**src/rtl/phy_poll_arbiter.sv**
```systemverilog
module phy_poll_arbiter #(
  parameter int NUM_PHYS       = 4,
  parameter int QUIET_CYCLES   = 500000,
  parameter int TIMEOUT_CYCLES = 50000000,
  localparam int PHY_W = (NUM_PHYS > 1) ? $clog2(NUM_PHYS) : 1
) (
  input  logic             clk,
  input  logic             rst_n,
  input  logic             acc_req,
  output logic             acc_grant,
  output logic             acc_fail,
  output logic             ctrl_en,
  output logic [1:0]       poll_state,
  output logic             poll_req,
  output logic [PHY_W-1:0] poll_phy,
  input  logic             poll_ack
);
  localparam int LIM   = (QUIET_CYCLES > TIMEOUT_CYCLES) ? QUIET_CYCLES : TIMEOUT_CYCLES;
  localparam int CNT_W = $clog2(LIM + 1);

  typedef enum logic [2:0] {S_RUN, S_DRAIN, S_HOST, S_QUIET, S_FAIL} st_t;

  st_t              st;
  logic             en, busy;
  logic [PHY_W-1:0] phy;
  logic [CNT_W-1:0] cnt;

  wire active = en | busy;
  wire [PHY_W-1:0] phy_nxt = (phy == PHY_W'(NUM_PHYS - 1)) ? '0 : phy + 1'b1;

  assign poll_req   = en & ~busy;
  assign poll_phy   = phy;
  assign poll_state = {active, active};
  assign ctrl_en    = en;
  assign acc_grant  = (st == S_HOST);
  assign acc_fail   = (st == S_FAIL);

  always_ff @(posedge clk) begin
    if (!rst_n) begin
      st   <= S_RUN;
      en   <= 1'b1;
      busy <= 1'b0;
      phy  <= '0;
      cnt  <= '0;
    end else begin
      if (busy && poll_ack) begin
        busy <= 1'b0;
        phy  <= phy_nxt;
      end else if (poll_req) begin
        busy <= 1'b1;
      end

      case (st)
        S_RUN: if (acc_req) begin
          en  <= 1'b0;
          cnt <= '0;
          st  <= S_DRAIN;
        end
        S_DRAIN: begin
          if (!active) st <= S_HOST;
          else if (cnt == CNT_W'(TIMEOUT_CYCLES - 1)) begin
            en <= 1'b1;
            st <= S_FAIL;
          end else cnt <= cnt + 1'b1;
        end
        S_HOST: if (!acc_req) begin
          cnt <= '0;
          st  <= S_QUIET;
        end
        S_QUIET: begin
          if (acc_req) st <= S_HOST;
          else if (cnt == CNT_W'(QUIET_CYCLES - 1)) begin
            en <= 1'b1;
            st <= S_RUN;
          end else cnt <= cnt + 1'b1;
        end
        S_FAIL: if (!acc_req) st <= S_RUN;
        default: st <= S_RUN;
      endcase
    end
  end
endmodule

```
**config.mk**
```make
export PLATFORM = sky130hd
export DESIGN_NAME = phy_poll_arbiter
export DESIGN_NICKNAME = d
export VERILOG_FILES = /design/src/rtl/phy_poll_arbiter.sv
export SDC_FILE = /design/constraint.sdc
export NUM_CORES = 1
export LEC_CHECK = 0
export ABC_AREA = 1
export BUFFER_PORTS_ARGS = -buffer_cell sky130_fd_sc_hd__buf_2
export CAP_MARGIN = 20
export CORE_MARGIN = 3
export CORE_UTILIZATION = 60
export DETAILED_ROUTE_END_ITERATION = 12
export PLACE_DENSITY_LB_ADDON = 0.25
export SYNTH_ARGS = -nofsm -noshare
export SYNTH_HDL_FRONTEND = slang
export SYNTH_SLANG_ARGS = --single-unit
```
**constraint.sdc**
```tcl
create_clock -name clk -period 2.1 [get_ports clk]
set_input_delay 0 -clock clk [delete_from_list [all_inputs] [get_ports clk]]
set_output_delay 0 -clock clk [all_outputs]
set_load 0.02 [all_outputs]
```
==> flow_metrics.env, run 1 <==
export IMPL_status="finished clean"
export IMPL_synth_top_area_cell="dfxtp_1"
export IMPL_vias=2761
export IMPL_rr_worst_depth=8
export IMPL_period_needed_ns=1.90
export IMPL_clkTransAtPathRegs_ns=0.06
export IMPL_hpwl_mm=4.49
export IMPL_crit_arrival_ns=2.11
export IMPL_finClkSkew_ns=0.0112
export IMPL_grt_pass1_vias=2466
export IMPL_cts_buffers=5
export IMPL_timing_rr_start="st[1]"
export IMPL_yosysUniqueCellTypes=27
export IMPL_reg2reg_slack_ns=0.20
export IMPL_rr_endpoint="cnt[1]"
export IMPL_max_slew_margin_rel_pct=63.2
export IMPL_synth_cells=440
export IMPL_pwr_share_comb_pct=47.6
export IMPL_initial_core_util_pct=65.7
export IMPL_finalSetupViolations=0
export IMPL_clock_root_buffer="clkbuf_8"
export IMPL_grt_usage_pct=25.5
export IMPL_required_ns=2.30
export IMPL_seqPwrFrac_pct=34.4
export IMPL_ys_async_sr_fraction_pct=0
export IMPL_tightest_slew_ns=0.549
export IMPL_grt_pass1_wl_mm=10.6
export IMPL_holdPathEnd="busy"
export IMPL_vias_per_cell=5.54
export IMPL_ys_seq_area_share_pct=26.1
export IMPL_grt_max_degree=35
export IMPL_power_density_nw_per_um2=962
export IMPL_htreeDepth=2
export IMPL_p_int_mw=1.36
export IMPL_hold_buffers=0
export IMPL_die_x_um=71.0
export IMPL_min_period_over_period_pct=90.7
export IMPL_crit_family="simple AND/OR/NAND/NOR gates"
export IMPL_rsz0062_at_grt="no"
export IMPL_nNetsFinal=455
export IMPL_syn_area_um2=2530
export IMPL_worst_path_max_fanout=13
export IMPL_drv_slew=0
export IMPL_synth_edf_count=0
export IMPL_clk_path_buf_depth=2
export IMPL_grt_antenna_before_repair=0
export IMPL_ios=12
export IMPL_multi_input_area_um2=1610
export IMPL_drt_pass1_iterations=5
export IMPL_tns_ns=0
export IMPL_drc=0
export IMPL_path_buf_inv=1
export IMPL_crit_path_top_delay_cell="dfxtp_1"
export IMPL_regArea_um2=661
export IMPL_hold_start="poll_ack"
export IMPL_ys_ff_latch=33
export IMPL_worst_slack_ns=0.196
export IMPL_syn_nets=446
export IMPL_die_h_um=71.0
export IMPL_switchingPower_mw=1.22
export IMPL_avgSynthCellArea_um2=5.76
export IMPL_clockPowerShare_pct=18.0
export IMPL_n_fill_cell=365
export IMPL_ant_nets=0
export IMPL_synth_area_top_cells="dfxtp_1 26%, nand2_1 20%, nor2_1 13%"
export IMPL_path_class="reg2reg"
export IMPL_cp_depth=8
export IMPL_timing_fmax_ghz=0.525
export IMPL_synth_most_common_cell="nand2_1"
export IMPL_critPathCaptureType="register"
export IMPL_rows=22
export IMPL_gp_congestion=0.947
export IMPL_yosysWarningCount=0
export IMPL_cts_tree="built"
export IMPL_crit_path_max_incr_delay_ns=0.46
export IMPL_pre_cts_ws_ns=0.185
export IMPL_peakVddDrop_uv=896
export IMPL_leakage_nw=1.07
export IMPL_hold_violations=0
export IMPL_cp_cell_sequence="inv_1 -> nand4_1 -> nand2_1 -> nor2_4 -> nand2_2 -> nor2_4 -> nand2_1 -> a21oi_2"
export IMPL_gr_total_overflow=0
export IMPL_worstHoldPathType="in2reg"
export IMPL_insertion_delay_ns=0.29
export IMPL_drtIter0Drc=243
export IMPL_io_buffers=11
export IMPL_core_um2=3850
export IMPL_wl_per_cell_um=12.7
export IMPL_drv_cap=0
export IMPL_routed_wl_mm=6.33
export IMPL_yosys_most_used_dff="dfxtp_1"
export IMPL_synth_top_area_share_pct=26.1
export IMPL_area_growth_pct=5.88
export IMPL_layout_drive_gt1_share_pct=10.4
export IMPL_n_antenna_cell=0
export IMPL_dieArea_um2=5040
export IMPL_crit_path_start_kind="register"
export IMPL_swShare_pct=47.4
export IMPL_hold_depth=4
export IMPL_cts_sinks=33
export IMPL_synth_commonest_cells="135 x nand2_1, 89 x nor2_1, 41 x inv_1"
[layout make-up]
| cell class | instances | area share [%] |
|---|---|---|
| multi-input combinational | 347 | 60.1 |
| sequential | 33 | 24.6 |
| inverter | 45 | 6.30 |
| timing repair buffer | 17 | 3.73 |
| clock buffer | 8 | 2.99 |
| tap | 48 | 2.24 |
[worst min-delay path, cell delays in order]
cell     delay (ns)
buf_2          0.07
nand2_1        0.08
inv_1          0.09
nor3_1         0.04
[state kept, by name, summed over array words and instances, names as in the netlist]
register / cells
busy: 1
cnt: 26
st: 3
ctrl_en: 1
poll_phy: 2
[power groups by stage]
| stage | sequential [mW] | clock [mW] | combinational [mW] |
|---|---|---|---|
| after floorplan | 0.877 | 0 | 1.03 |
| after global placement | 0.892 | 0 | 1.15 |
| after detailed placement | 0.895 | 0 | 1.17 |
| after CTS | 0.881 | 0.468 | 1.17 |
| after global routing | 0.904 | 0.490 | 1.39 |
| final | 0.887 | 0.464 | 1.23 |
[cells in the final DEF, fill, tap and decap left out, drive strengths merged, types with 2 or more instances in the layout]
| cell | count |
|---|---|
| buf | 17 |
| ha | 2 |
| a21oi | 31 |
| nand3 | 35 |
| xor2 | 5 |
| nor3 | 9 |
| o21ai | 7 |
| o21bai | 3 |
| inv | 44 |
| nand4 | 15 |
| nor2 | 99 |
| nand2 | 140 |
| clkbuf | 8 |
| dfxtp | 33 |
[kinds of logic after synthesis]
kind of cell	share of synthesized area, %
DFF	26.1
buffers and inverters	11.0
xor gates and xnor gates	1.73
AOI/OAI and AO/OA	8.54
adders and majority gates	0.987
and+or+nand+nor	51.7
[stage by stage]
step                      utilization [%]  area (um2)  hold WS [ns]  instances  power [mW]
after floorplan                         -        2530         0.225        440        1.90
after global placement               67.1        2580         0.345        489        2.04
after detailed placement             67.1        2580         0.348        489        2.07
after CTS                            69.2        2670        0.0520        497        2.52
after global routing                 69.6        2680         0.118        498        2.78
final                                69.6        2680        0.0554        498        2.58
[per-layer routing]
layer	GRT usage (%)	part of all wire [%]
met5	0	0
met4	10.0	2.2
met3	4.26	8.3
met2	42.2	47
met1	33.0	43
[worst max-delay path by stage]
stage	to	from
finish	cnt[1]	st[1]
floorplan	cnt[25]	st[1]
detailed placement	cnt[16]	cnt[1]
global route	cnt[10]	cnt[1]
global placement	cnt[17]	cnt[1]
CTS	cnt[16]	cnt[1]
[what timing repair did]
action / 4_1_cts / 5_1_grt
setup endpoints to repair: 0 / 20
setup buffers: 0 / 0
gates resized for setup: 0 / 1
(Power assumes the default switching activity.)
==> run 2: changes to the inputs <==
- CORE_ASPECT_RATIO: not set -> 1.75
- CTS_BUF_LIST: not set -> sky130_fd_sc_hd__clkbuf_8
==> flow_metrics.env, run 2 (synthesis gave the netlist of run 1 again) <==
export IMPL_peakVddDrop_uv=752
export IMPL_pre_cts_ws_ns=0.147
export IMPL_finClkSkew_ns=0.00475
export IMPL_nNetsFinal=458
export IMPL_cp_cell_sequence="ha_1 -> nand3_2 -> inv_2 -> nand3_1 -> inv_1 -> nand3_2 -> nand3_4 -> nand2_1 -> a21oi_1"
export IMPL_stdcell_area_um2=2710
export IMPL_clockPowerShare_pct=17.7
export IMPL_drt_pass1_iterations=5
export IMPL_cts_setup_buffers=0
export IMPL_hpwl_mm=5.10
export IMPL_period_needed_ns=1.90
export IMPL_insertion_delay_ns=0.29
export IMPL_cts_tree="built"
export IMPL_grt_pass1_vias=2638
export IMPL_ant_nets=0
export IMPL_crit_path_frequent_cell="nand3_2"
export IMPL_grt_usage_pct=29.7
export IMPL_grt_pass1_wl_mm=11.1
export IMPL_crit_path_max_incr_delay_ns=0.37
export IMPL_hold_buffers=0
export IMPL_leakage_nw=1.09
export IMPL_io_buffers=11
export IMPL_pwr_share_comb_pct=48.1
export IMPL_crit_arrival_ns=2.10
export IMPL_htreeDepth=2
export IMPL_drtIter0Drc=95
export IMPL_grt_antenna_before_repair=0
export IMPL_drv_cap=0
export IMPL_wl_per_cell_um=13.7
export IMPL_gp_congestion=1.04
export IMPL_regArea_um2=661
export IMPL_drc=0
export IMPL_holdWs_ns=0.0470
export IMPL_n_antenna_cell=0
export IMPL_crit_path_top_delay_cell="dfxtp_1"
export IMPL_layout_drive_gt1_share_pct=11.5
export IMPL_seqPwrFrac_pct=34.1
export IMPL_core_um2=3980
export IMPL_clk_path_buf_depth=2
export IMPL_placed_cell_area_um2=2610
export IMPL_power_density_nw_per_um2=957
export IMPL_status="finished clean"
export IMPL_critPathCaptureType="register"
export IMPL_rows=30
export IMPL_multi_input_area_um2=1610
export IMPL_crit_path_start_kind="register"
export IMPL_rsz0062_at_grt="no"
export IMPL_finalSetupViolations=0
export IMPL_die_h_um=92.0
export IMPL_hold_violations=0
export IMPL_max_slew_margin_rel_pct=62.0
export IMPL_worst_path_max_fanout=17
export IMPL_vias_per_cell=5.62
export IMPL_place_inst=492
export IMPL_grt_max_degree=35
export IMPL_layout_commonest_cell="nand2_1"
export IMPL_swShare_pct=47.6
export IMPL_worst_slack_ns=0.200
export IMPL_area_growth_pct=6.86
export IMPL_min_period_over_period_pct=90.5
export IMPL_die_x_um=55.1
export IMPL_n_fill_cell=391
export IMPL_final_cells=501
export IMPL_tightest_slew_ns=0.566
export IMPL_clock_root_buffer="clkbuf_8"
export IMPL_timing_fmax_ghz=0.526
export IMPL_required_ns=2.30
export IMPL_switchingPower_mw=1.23
export IMPL_routed_wl_mm=6.84
export IMPL_gr_total_overflow=0
export IMPL_initial_core_util_pct=63.7
export IMPL_final_cell_mix="135 x nand2_1, 89 x nor2_1, 42 x inv_1"
export IMPL_cts_sinks=33
export IMPL_path_class="reg2reg"
export IMPL_tns_ns=0
export IMPL_vias=2817
export IMPL_worstHoldPathType="in2reg"
export IMPL_max_flop_register="cnt"
export IMPL_ios=12
export IMPL_drv_slew=0
export IMPL_dieArea_um2=5070
export IMPL_cts_buffers=5
export IMPL_p_int_mw=1.36
export IMPL_clkTransAtPathRegs_ns=0.07
export IMPL_largest_reg_flops=26
[run 2: timing repair]
| item | CTS | global route |
|---|---|---|
| hold endpoints to repair | 0 | 0 |
| resized for setup | 0 | 1 |
| setup endpoints to repair | 0 | 24 |
[run 2: layout make-up]
type | count | share of cell area, %
multi-input combinational | 347 | 59.6
sequential | 33 | 24.4
inverter | 45 | 6.24
clock buffer | 5 | 2.54
timing repair buffer | 20 | 4.53
tap | 48 | 2.22
clock inverter | 3 | 0.508
[run 2: critical path: cells and delay by family (launching register included)]
kind | cells | cell delay, ns
buf+inv | 2 | 0.22
flops | 1 | 0.37
compound gates | 1 | 0.16
fa+ha+maj | 1 | 0.22
simple gates | 5 | 0.82
[run 2: power by group through the flow]
| stage | registers [mW] | logic [mW] | clock network, mW |
|---|---|---|---|
| finish | 0.884 | 1.25 | 0.459 |
| global route | 0.900 | 1.44 | 0.495 |
| CTS | 0.880 | 1.19 | 0.471 |
| floorplan | 0.877 | 1.03 | 0 |
| detailed placement | 0.893 | 1.19 | 0 |
| global placement | 0.892 | 1.16 | 0 |
[run 2: final timing paths]
kind	slack, ns	startpoint	to	cells after the start
worst max-delay path	0.20	cnt[1]	cnt[12]	9
worst min register to register	0.51	cnt[1]	cnt[1]	2
worst min-delay path	0.05	poll_ack	busy	4
worst max register to register	0.20	cnt[1]	cnt[12]	9
[run 2: routing by layer]
| layer | GRT usage [%] | vias to the layer above | share of wire [%] |
|---|---|---|---|
| met5 | 0 | - | 0 |
| met4 | 22.3 | 0 | 7.4 |
| met3 | 5.85 | 45 | 5.8 |
| met2 | 50.8 | 114 | 52 |
| met1 | 28.8 | 1243 | 35 |
| li1 | - | 1415 | - |
[run 2: stage by stage]
stage,util (%),total power [mW]
2_1_floorplan,-,1.90
3_3_place_gp,65.5,2.05
3_5_place_dp,65.5,2.08
4_1_cts,67.6,2.54
5_1_grt,68.1,2.83
6_report,68.1,2.59
==> run 3: changes to the inputs <==
- BUFFER_PORTS_ARGS: -buffer_cell sky130_fd_sc_hd__buf_2 -> -buffer_cell sky130_fd_sc_hd__clkbuf_2
==> flow_metrics.env, run 3 (synthesis gave the netlist of run 1 again) <==
export IMPL_vias_per_cell=5.54
export IMPL_timing_fmax_ghz=0.507
export IMPL_layout_commonest_cell="nand2_1"
export IMPL_largest_reg_flops=26
export IMPL_holdPathEnd="cnt[19]"
export IMPL_min_period_over_period_pct=93.9
export IMPL_insertion_delay_ns=0.28
export IMPL_drv_cap=0
export IMPL_cts_buffers=5
export IMPL_nNetsFinal=460
export IMPL_power_density_nw_per_um2=953
export IMPL_status="finished clean"
export IMPL_hpwl_mm=5.26
export IMPL_utilization_pct=68.2
export IMPL_cts_tree="built"
export IMPL_placed_cell_area_um2=2620
export IMPL_ant_nets=0
export IMPL_peakVddDrop_uv=844
export IMPL_die_h_um=92.0
export IMPL_worstHoldPathType="in2reg"
export IMPL_drv_slew=0
export IMPL_rr_worst_depth=9
export IMPL_crit_arrival_ns=2.18
export IMPL_total_power_mw=2.59
export IMPL_area_growth_pct=7.16
export IMPL_tightest_slew_ns=0.568
export IMPL_rows=30
export IMPL_reg2reg_slack_ns=0.13
export IMPL_cp_cell_sequence="ha_1 -> nand3_2 -> inv_2 -> nand3_1 -> inv_1 -> nand3_2 -> nand3_2 -> nand2_1 -> a21oi_1"
export IMPL_grt_max_degree=35
export IMPL_seqPwrFrac_pct=34.3
export IMPL_clkTransAtPathRegs_ns=0.07
export IMPL_dieArea_um2=5070
export IMPL_crit_path_max_incr_delay_ns=0.38
export IMPL_wl_per_cell_um=13.9
export IMPL_crit_path_start_kind="register"
export IMPL_stdcell_area_um2=2720
export IMPL_leakage_nw=1.10
export IMPL_rr_endpoint="cnt[11]"
export IMPL_routed_wl_mm=6.97
export IMPL_n_antenna_cell=0
export IMPL_drtIter0Drc=118
export IMPL_required_ns=2.30
export IMPL_p_int_mw=1.35
export IMPL_die_x_um=55.1
export IMPL_finClkSkew_ns=0.00791
export IMPL_switchingPower_mw=1.24
export IMPL_pwr_share_comb_pct=48.0
export IMPL_cts_setup_buffers=0
export IMPL_layout_drive_gt1_share_pct=11.9
export IMPL_htreeDepth=2
export IMPL_grt_pass1_wl_mm=11.4
export IMPL_max_slew_margin_rel_pct=61.9
export IMPL_crit_path_frequent_cell="nand3_2"
export IMPL_clock_root_buffer="clkbuf_8"
export IMPL_clockPowerShare_pct=17.8
export IMPL_period_needed_ns=1.97
export IMPL_gp_congestion=1.03
export IMPL_gr_total_overflow=0
export IMPL_grt_antenna_before_repair=0
export IMPL_max_flop_register="cnt"
export IMPL_swShare_pct=47.9
export IMPL_core_um2=3980
export IMPL_hold_depth=3
export IMPL_drt_pass1_iterations=4
export IMPL_critPathCaptureType="register"
export IMPL_n_fill_cell=393
export IMPL_grt_pass1_vias=2547
export IMPL_finalSetupViolations=0
export IMPL_hold_start="rst_n"
export IMPL_initial_core_util_pct=63.7
export IMPL_crit_path_top_delay_cell="nand3_2"
export IMPL_rsz0062_at_grt="no"
export IMPL_cts_sinks=33
export IMPL_path_class="reg2reg"
export IMPL_hold_violations=0
export IMPL_ctsResizeCount=0
export IMPL_hold_buffers=0
export IMPL_worst_path_max_fanout=17
export IMPL_drc=0
export IMPL_vias=2786
export IMPL_io_buffers=11
export IMPL_clk_path_buf_depth=2
export IMPL_final_cell_mix="135 x nand2_1, 89 x nor2_1, 42 x inv_1"
export IMPL_grt_usage_pct=30.7
export IMPL_timing_rr_start="cnt[1]"
export IMPL_ios=12
export IMPL_tns_ns=0
==> run 3: changes by cell type in the layout (fill, tap and decap cells not counted), sizes merged <==
cell	previous run	this run
buf	20	11
clkbuf	5	16
==> run 3: per-layer routing <==
metal / share of wire (%) / GRT usage [%]
met5: 0 / 0
met4: 4.5 / 18.9
met3: 6.2 / 5.53
met2: 54 / 52.5
met1: 35 / 32.3
==> run 3: critical path, delay by kind of cell, from the launching register on <==
kind,cells,cell delay (ns)
adder cells (fa/ha/maj),1,0.22
AO/OA/AOI/OAI,1,0.15
flip-flops,1,0.37
AND/OR/NAND/NOR,5,0.93
buffers and inverters,2,0.22
==> run 3: per-stage QoR <==
stage / instances / setup WS (ns) / hold WS, ns
after floorplan: 440 / 0.431 / 0.225
after global placement: 494 / 0.256 / 0.337
after detailed placement: 494 / 0.173 / 0.348
after CTS: 502 / 0.156 / 0.0467
after global routing: 503 / 0.0163 / 0.0595
final: 503 / 0.128 / 0.0335
==> run 3: area by class of cell <==
type | instances | area [um2] | share of cell area, %
repair buffers | 22 | 138 | 5.07
multi-input cells | 347 | 1610 | 59.1
clock buffers | 5 | 68.8 | 2.53
inverters | 45 | 169 | 6.22
flip-flops and latches | 33 | 661 | 24.3
clock inverters | 3 | 13.8 | 0.507
well taps | 48 | 60.1 | 2.21
==> run 3: power by group through the flow <==
stage / Clock [mW] / Combinational (mW) / Sequential (mW)
floorplan: 0 / 1.03 / 0.877
global placement: 0 / 1.17 / 0.894
detailed placement: 0 / 1.20 / 0.900
CTS: 0.460 / 1.20 / 0.887
global route: 0.484 / 1.41 / 0.909
finish: 0.460 / 1.24 / 0.887
==> run 3: worst max path at each step <==
stage	startpoint	end	slack [ns]	cells past startpoint
after global placement	cnt[1]	cnt[24]	0.26	10
after global routing	st[1]	cnt[21]	0.02	7
after CTS	cnt[1]	cnt[12]	0.16	9
final	cnt[1]	cnt[11]	0.13	9
after floorplan	st[1]	cnt[25]	0.43	10
after detailed placement	cnt[1]	cnt[14]	0.17	9
